$ cat src/rtl/dma_chan_pkg.sv
package dma_chan_pkg;

    localparam int CTRL_W       = 32;
    localparam int LINE_W       = 4;
    localparam int HS_LINES     = 1 << LINE_W;
    localparam int BURST_LEN    = 4;
    localparam int UNIT_W       = $clog2(BURST_LEN);

    localparam int BIT_EN       = 0;
    localparam int BIT_BURST    = 3;
    localparam int BIT_SRC_SYS  = 6;
    localparam int BIT_DST_SYS  = 7;
    localparam int SRC_STEP_LSB = 8;
    localparam int DST_STEP_LSB = 12;
    localparam int DST_LINE_LSB = 16;
    localparam int WIDTH_LSB    = 20;
    localparam int SRC_LINE_LSB = 24;

    typedef enum logic [1:0] {
        ST_IDLE  = 2'd0,
        ST_PACE  = 2'd1,
        ST_READ  = 2'd2,
        ST_WRITE = 2'd3
    } chan_state_e;

    typedef struct packed {
        logic              burst;
        logic              src_sys;
        logic              dst_sys;
        logic [2:0]        src_step;
        logic [2:0]        dst_step;
        logic [LINE_W-1:0] src_line;
        logic [LINE_W-1:0] dst_line;
        logic [1:0]        size;
    } chan_cfg_t;

    function automatic chan_cfg_t unpack_ctrl(input logic [CTRL_W-1:0] w);
        chan_cfg_t c;
        c.burst    = w[BIT_BURST];
        c.src_sys  = w[BIT_SRC_SYS];
        c.dst_sys  = w[BIT_DST_SYS];
        c.src_step = w[SRC_STEP_LSB +: 3];
        c.dst_step = w[DST_STEP_LSB +: 3];
        c.src_line = w[SRC_LINE_LSB +: LINE_W];
        c.dst_line = w[DST_LINE_LSB +: LINE_W];
        unique case (w[WIDTH_LSB +: 2])
            2'b01:   c.size = 2'd1;
            2'b10:   c.size = 2'd0;
            default: c.size = 2'd2;
        endcase
        return c;
    endfunction

endpackage

$ cat src/rtl/dma_addr_walker.sv
module dma_addr_walker #(
    parameter int ADDR_W = 32
) (
    input  logic              clk,
    input  logic              rst_n,
    input  logic              load,
    input  logic [ADDR_W-1:0] load_addr,
    input  logic [2:0]        step_code,
    input  logic              burst,
    input  logic              advance,
    output logic [ADDR_W-1:0] addr
);
    localparam int MAG_W = 5;

    logic [MAG_W-1:0]  mag;
    logic [ADDR_W-1:0] mag_ext;

    always_comb begin
        unique case (step_code[1:0])
            2'd1:    mag = MAG_W'(1);
            2'd2:    mag = MAG_W'(2);
            2'd3:    mag = MAG_W'(4);
            default: mag = '0;
        endcase
        if (burst) begin
            mag = mag << 2;
        end
        mag_ext = ADDR_W'(mag);
    end

    always_ff @(posedge clk or negedge rst_n) begin
        if (!rst_n) begin
            addr <= '0;
        end else if (load) begin
            addr <= load_addr;
        end else if (advance) begin
            addr <= step_code[2] ? addr - mag_ext : addr + mag_ext;
        end
    end

endmodule

$ cat src/rtl/dma_pace_gate.sv
module dma_pace_gate #(
    parameter int LINE_W = 4
) (
    input  logic                     clk,
    input  logic                     rst_n,
    input  logic [(1<<LINE_W)-1:0]   hs_req,
    input  logic [LINE_W-1:0]        src_line,
    input  logic [LINE_W-1:0]        dst_line,
    input  logic                     fire,
    output logic                     ready,
    output logic [(1<<LINE_W)-1:0]   grant
);
    localparam int LINES = 1 << LINE_W;

    logic [LINES-1:0] hit;

    assign ready = ((src_line == '0) || hs_req[src_line]) &&
                   ((dst_line == '0) || hs_req[dst_line]);

    assign hit[0] = 1'b0;
    for (genvar i = 1; i < LINES; i++) begin : g_line
        assign hit[i] = (src_line == LINE_W'(i)) || (dst_line == LINE_W'(i));
    end

    always_ff @(posedge clk or negedge rst_n) begin
        if (!rst_n) begin
            grant <= '0;
        end else begin
            grant <= fire ? hit : '0;
        end
    end

endmodule

$ cat src/rtl/dma_chan_engine.sv
module dma_chan_engine
    import dma_chan_pkg::*;
#(
    parameter int ADDR_W = 32,
    parameter int DATA_W = 32,
    parameter int CNT_W  = 24
) (
    input  logic                clk,
    input  logic                rst_n,
    input  logic                cfg_load,
    input  logic [CTRL_W-1:0]   cfg_ctrl,
    input  logic [ADDR_W-1:0]   cfg_src,
    input  logic [ADDR_W-1:0]   cfg_dst,
    input  logic [CNT_W-1:0]    cfg_cycles,
    output logic                m_req,
    output logic                m_write,
    output logic                m_sys,
    output logic [ADDR_W-1:0]   m_addr,
    output logic [1:0]          m_size,
    output logic [DATA_W-1:0]   m_wdata,
    input  logic [DATA_W-1:0]   m_rdata,
    input  logic                m_ack,
    input  logic                m_err,
    input  logic [HS_LINES-1:0] hs_req,
    output logic [HS_LINES-1:0] hs_grant,
    output logic [CNT_W-1:0]    remain,
    output logic                busy,
    output logic                done,
    output logic                error
);
    chan_state_e state, state_n;
    chan_cfg_t   cfg, cfg_in;

    logic [CNT_W-1:0]  remain_q;
    logic [UNIT_W-1:0] unit_q;
    logic              abort_q;
    logic [DATA_W-1:0] rdata_q;
    logic              done_q, error_q;
    logic [ADDR_W-1:0] src_addr, dst_addr;
    logic              pace_ok;

    logic idle_load, start_ev, zero_ev, abort_ev;
    logic rd_ok, rd_bad, wr_ok, wr_bad;
    logic unit_last, cyc_end, fin, stop_now;
    logic unused_ctrl_bits;

    assign cfg_in = unpack_ctrl(cfg_ctrl);
    assign unused_ctrl_bits = ^{cfg_ctrl[31:28], cfg_ctrl[23:22], cfg_ctrl[15],
                                cfg_ctrl[11], cfg_ctrl[5:4], cfg_ctrl[2:1]};

    // event decode
    always_comb begin
        idle_load = cfg_load && (state == ST_IDLE);
        start_ev  = idle_load && cfg_ctrl[BIT_EN] && (cfg_cycles != '0);
        zero_ev   = idle_load && cfg_ctrl[BIT_EN] && (cfg_cycles == '0);
        abort_ev  = cfg_load && (state != ST_IDLE) && !cfg_ctrl[BIT_EN];
        rd_ok     = (state == ST_READ)  && m_ack && !m_err;
        rd_bad    = (state == ST_READ)  && m_ack &&  m_err;
        wr_ok     = (state == ST_WRITE) && m_ack && !m_err;
        wr_bad    = (state == ST_WRITE) && m_ack &&  m_err;
        unit_last = cfg.burst ? (unit_q == UNIT_W'(BURST_LEN - 1)) : 1'b1;
        cyc_end   = wr_ok && unit_last;
        fin       = cyc_end && (remain_q == CNT_W'(1));
        stop_now  = wr_ok && !fin && (abort_q || abort_ev);
    end

    // next state
    always_comb begin
        state_n = state;
        unique case (state)
            ST_IDLE: begin
                if (start_ev) state_n = ST_PACE;
            end
            ST_PACE: begin
                if (abort_ev || abort_q) state_n = ST_IDLE;
                else if (pace_ok)        state_n = ST_READ;
            end
            ST_READ: begin
                if (rd_bad)     state_n = ST_IDLE;
                else if (rd_ok) state_n = ST_WRITE;
            end
            ST_WRITE: begin
                if (wr_bad || fin || stop_now) state_n = ST_IDLE;
                else if (cyc_end)              state_n = ST_PACE;
                else if (wr_ok)                state_n = ST_READ;
            end
        endcase
    end

    // state register
    always_ff @(posedge clk or negedge rst_n) begin
        if (!rst_n) state <= ST_IDLE;
        else        state <= state_n;
    end

    // datapath registers
    always_ff @(posedge clk or negedge rst_n) begin
        if (!rst_n) begin
            cfg      <= '0;
            remain_q <= '0;
            unit_q   <= '0;
            abort_q  <= 1'b0;
            rdata_q  <= '0;
            done_q   <= 1'b0;
            error_q  <= 1'b0;
        end else begin
            done_q  <= fin || zero_ev;
            error_q <= rd_bad || wr_bad;
            if (idle_load) begin
                cfg      <= cfg_in;
                remain_q <= cfg_cycles;
            end else if (cyc_end) begin
                remain_q <= remain_q - 1'b1;
            end
            if (idle_load)  unit_q <= '0;
            else if (wr_ok) unit_q <= unit_last ? '0 : unit_q + 1'b1;
            if (state_n == ST_IDLE) abort_q <= 1'b0;
            else if (abort_ev)      abort_q <= 1'b1;
            if (rd_ok) rdata_q <= m_rdata;
        end
    end

    // outputs
    always_comb begin
        m_req   = (state == ST_READ) || (state == ST_WRITE);
        m_write = (state == ST_WRITE);
        m_sys   = m_write ? cfg.dst_sys : cfg.src_sys;
        m_addr  = m_write ? dst_addr : src_addr;
        m_size  = cfg.size;
        m_wdata = rdata_q;
        remain  = remain_q;
        busy    = (state != ST_IDLE);
        done    = done_q;
        error   = error_q;
    end

    dma_addr_walker #(.ADDR_W(ADDR_W)) u_src_walk (
        .clk       (clk),
        .rst_n     (rst_n),
        .load      (idle_load),
        .load_addr (cfg_src),
        .step_code (cfg.src_step),
        .burst     (cfg.burst),
        .advance   (wr_ok),
        .addr      (src_addr)
    );

    dma_addr_walker #(.ADDR_W(ADDR_W)) u_dst_walk (
        .clk       (clk),
        .rst_n     (rst_n),
        .load      (idle_load),
        .load_addr (cfg_dst),
        .step_code (cfg.dst_step),
        .burst     (cfg.burst),
        .advance   (wr_ok),
        .addr      (dst_addr)
    );

    dma_pace_gate #(.LINE_W(LINE_W)) u_pace (
        .clk      (clk),
        .rst_n    (rst_n),
        .hs_req   (hs_req),
        .src_line (cfg.src_line),
        .dst_line (cfg.dst_line),
        .fire     (cyc_end),
        .ready    (pace_ok),
        .grant    (hs_grant)
    );

    assert_write_after_read_R1: assert property (@(posedge clk) disable iff (!rst_n)
        (m_req && m_write && !$past(m_req && m_write)) |->
            $past(m_req && m_ack && !m_write && !m_err));

    assert_count_step_R5: assert property (@(posedge clk) disable iff (!rst_n)
        (!$past(cfg_load) && (remain != $past(remain))) |->
            (remain == $past(remain) - 1'b1));

    assert_done_idle_R6: assert property (@(posedge clk) disable iff (!rst_n)
        done |-> (!busy && !m_req));

    assert_done_pulse_R6: assert property (@(posedge clk) disable iff (!rst_n)
        done |=> !done);

    assert_zero_done_R7: assert property (@(posedge clk) disable iff (!rst_n)
        (cfg_load && !busy && cfg_ctrl[BIT_EN] && (cfg_cycles == '0)) |=>
            (done && !busy));

    assert_grant_at_cycle_end_R8: assert property (@(posedge clk) disable iff (!rst_n)
        (|hs_grant) |-> $past(m_req && m_write && m_ack && !m_err));

    assert_err_stop_R9: assert property (@(posedge clk) disable iff (!rst_n)
        (m_req && m_ack && m_err) |=> (!m_req && !busy && error));

    assert_req_hold_R11: assert property (@(posedge clk) disable iff (!rst_n)
        (m_req && !m_ack) |=> (m_req && $stable(m_addr) && $stable(m_write)));

endmodule

$ cat config.mk
export PLATFORM = sky130hd
export DESIGN_NAME = dma_chan_engine
export DESIGN_NICKNAME = d
export VERILOG_FILES = /design/src/rtl/dma_chan_pkg.sv /design/src/rtl/dma_addr_walker.sv /design/src/rtl/dma_pace_gate.sv /design/src/rtl/dma_chan_engine.sv
export SDC_FILE = /design/constraint.sdc
export NUM_CORES = 1
export LEC_CHECK = 0
export BUFFER_PORTS_ARGS = -buffer_cell sky130_fd_sc_hd__buf_4
export CORE_MARGIN = 2
export CORE_UTILIZATION = 32
export CTS_BUF_LIST = sky130_fd_sc_hd__clkbuf_2
export DETAILED_ROUTE_END_ITERATION = 12
export PLACE_DENSITY = 0.63
export SYNTH_ARGS = -nofsm -noshare
export SYNTH_HDL_FRONTEND = slang
export SYNTH_SLANG_ARGS = --single-unit
$ cat constraint.sdc
create_clock -name clk -period 4.1 [get_ports clk]
set_clock_uncertainty 0.1 [all_clocks]
set_input_delay 0.615 -clock clk [delete_from_list [all_inputs] [get_ports clk]]
set_output_delay 0.615 -clock clk [all_outputs]
set_load 0.005 [all_outputs]
==> run_results.csv <==
group,metric,value,unit
outcome,outcome,"finished clean",
cells_and_area,drive_gt1_share,26.7,%
global_routing,grt_pass1_vias,11200,
clock_network,cts_max_level,4,
drt,drtPass1Iterations,5,
placement,gp_congestion,0.908,
synth,synthDistinctLibCells,76,
clock_network,cts_buffers,17,
global_routing,grt_pass1_wl,60000,um
synth,synth_warnings,0,
synth,syn_nets,1498,
sta,period_minus_slack,3.95,ns
worst_setup_path,worstRegToRegCells,14,
worst_setup_path,r2r-end,"u_src_walk.addr[31]",
placement,hpwl,27200,um
die,die_area,36300,sq um
clock_network,clk_path_buf_depth,2,
global_routing,overflow,0,
sta,worst_pin_slew,0.773,ns
sta,setup-violations-final,0,
synth,post-synth-top-area-cell,"dfrtp_1",
clock_network,cts.sink_count,161,
sta,finalHoldViolCount,0,
drt,vias,11300,
sta,slew_violations,0,
worst_setup_path,crit_arrival,4.60,ns
sta,max_clock_freq,253,MHz
power_and_ir_drop,powerDensity,935,nW/um^2
clock_network,clk_pin_slew_worst_paths,0.27,ns
worst_setup_path,required,4.75,ns
cells_and_area,layout.cells.non_filler,2131,
synth,ys_ff_latch,161,
global_routing,antenna_found_initial,7,
die,num_rows,68,
drt,routedWlPerCell,18.2,um
clock_network,cts_tree,"built",
synth,syn_area,11100,sq um
synth,netlist_top_cells_area,"dfrtp_1 36%, ha_1 7.8%, mux2_2 6.7%",
die,ioPinCount,285,
die,initial_core_util,32.4,%
drt,drcViolationCount,0,
drt,postRouteAntennaNets,0,
synth,synth_edf_count,0,
worst_setup_path,crit_type,"flip-flop to flip-flop",
cells_and_area,nets,1900,
cells_and_area,area_growth,40.2,%
drt,drtIter0Drc,699,
synth,synth_common_cells,"163 x nand2_1, 161 x dfrtp_1, 97 x a21oi_1, 96 x nor2_1, 85 x o21ai_0",
job,maxCapViolCount,0,
global_routing,grt_max_degree,96,
die,die_h,191,um
placement,dp_cells,1946,
drt,via_per_inst,5.29,
clock_network,root_buffer,"clkbuf_2",
synth,netlist_instances,1254,
sta,fin_crit_sh,96.3,%
drt,routed_wl,38700,um
worst_setup_path,worstPathMaxFanout,4,
synth,synth_area_per_cell,8.88,sq um
die,coreArea,34400,sq um
worst_setup_path,r2r_start,"cfg[18]",
placement,port_buffers,270,
global_routing,grt_usage,21.0,%
sta,whs,0.276,ns
die,die_width,191,um
hold_path,hold_class,"input pin to asynchronous set/reset pin",
synth,synthDominantCellAreaShare,36.2,%
synth,synth-seq-area-share,36.2,%
sta,timing.setup.tns,0,ns
worst_setup_path,end_kind,"flip-flop",
power_and_ir_drop,ir_drop,0.502,mV
synth,async_flop_share,100,%
clock_network,clkLatencyLatePin,0.84,ns
sta,slew-limit-headroom,48.5,%
worst_setup_path,reg2reg_slack,0.15,ns
power_and_ir_drop,p_leak,7.04,nW
synth,ys.flop_type,"dfrtp_1",
synth,yosysMostFrequentCell,"nand2_1",
worst_setup_path,startpoint_type,"flip-flop",
## worst max-delay path by stage
stage,from,to,slack (ns),depth (start not counted)
global placement,cfg[18],u_src_walk.addr[31],0.08,15
floorplan,cfg[13],u_src_walk.addr[31],0.05,17
finish,cfg[18],u_src_walk.addr[31],0.15,14
detailed placement,cfg[18],u_src_walk.addr[30],0.005,15
global route,cfg[18],u_src_walk.addr[29],-0.02,17
CTS,cfg[18],u_src_walk.addr[30],0.02,15
## kinds of logic after synthesis
logic type / after synthesis / synth area share, %
buffers and inverters: 98 / 3.52
AO/OA/AOI/OAI: 385 / 22.6
AND/OR/NAND/NOR: 411 / 17.1
adder cells (fa/ha/maj): 71 / 8.12
flip-flops: 161 / 36.2
other: 1 / 0.0337
XOR/XNOR: 50 / 3.93
multiplexers: 77 / 8.57
## per-stage QoR
| step | power, mW | util [%] | instance area, sq um | setup WS [ns] |
|---|---|---|---|---|
| 2_1_floorplan | 9.83 | - | 11100 | 0.0497 |
| 3_3_place_gp | 12.9 | 40.0 | 13700 | 0.0809 |
| 3_5_place_dp | 13.1 | 40.0 | 13700 | 0.00486 |
| 4_1_cts | 14.3 | 45.0 | 15500 | 0.0181 |
| 5_1_grt | 15.9 | 45.4 | 15600 | -0.0182 |
| 6_report | 14.6 | 45.4 | 15600 | 0.153 |
## registers in the layout (all words and copies together), names as in the netlist
register,cells
abort_q,1
cfg,17
done,1
error,1
m_size,2
m_wdata,32
remain,24
state,2
u_dst_walk.addr,32
u_pace.grant,15
u_src_walk.addr,32
unit_q,2
## area by class of cell
class	count	area [sq um]
multi-input cells	995	6840
clock buffers	18	90.1
diodes	7	17.5
well taps	455	569
clock inverters	14	174
inverters	30	113
fillers	3331	18800
repair buffers	451	3780
flip-flops and latches	161	4030
## power breakdown
| part | internal [mW] | switching (mW) |
|---|---|---|
| clock network | 0.308 | 0.679 |
| logic | 4.94 | 5.58 |
| registers | 2.27 | 0.820 |
| total | 7.52 | 7.08 |
## layer usage
metal | vias to the layer above | share of wire, % | GRT usage, %
met5 | - | 0 | 0
met3 | 51 | 7.0 | 4.25
met1 | 5377 | 43 | 26.6
met4 | 0 | 2.4 | 6.68
met2 | 438 | 48 | 36.0
li1 | 5417 | - | -
## placed cells by master, fill, tap and decap left out, drive strengths merged, types with 19 or more instances in the layout
cell	count
dlygate4sd3	145
buf	306
a22oi	33
mux2	66
inv	36
nand3	28
xnor2	31
nor3	23
nand2	164
nor2	97
dfrtp	161
a21o	37
ha	69
o21ai	87
a21oi	99
xor2	19
a31oi	20
## repair_timing
item,4_1_cts,5_1_grt
endpoints found under the hold margin,224,0
pin swaps,0,10
resized for setup,2,21
buffers inserted,0,1
hold buffers,145,0
endpoints found under the setup margin,3,8
## critical path, cell delays in order, from the launching register on
cell and delay [ns]:
dfrtp_1 0.44, or3b_2 0.48, ha_2 0.21, nor2b_1 0.13
ha_1 0.17, or2_4 0.26, buf_4 0.17, ha_1 0.31
a21o_1 0.19, a311o_1 0.35, a221o_1 0.35, o31ai_4 0.25
a22o_1 0.17, nand2_1 0.05, a221o_1 0.25
Power figures use the tool's default switching activity.
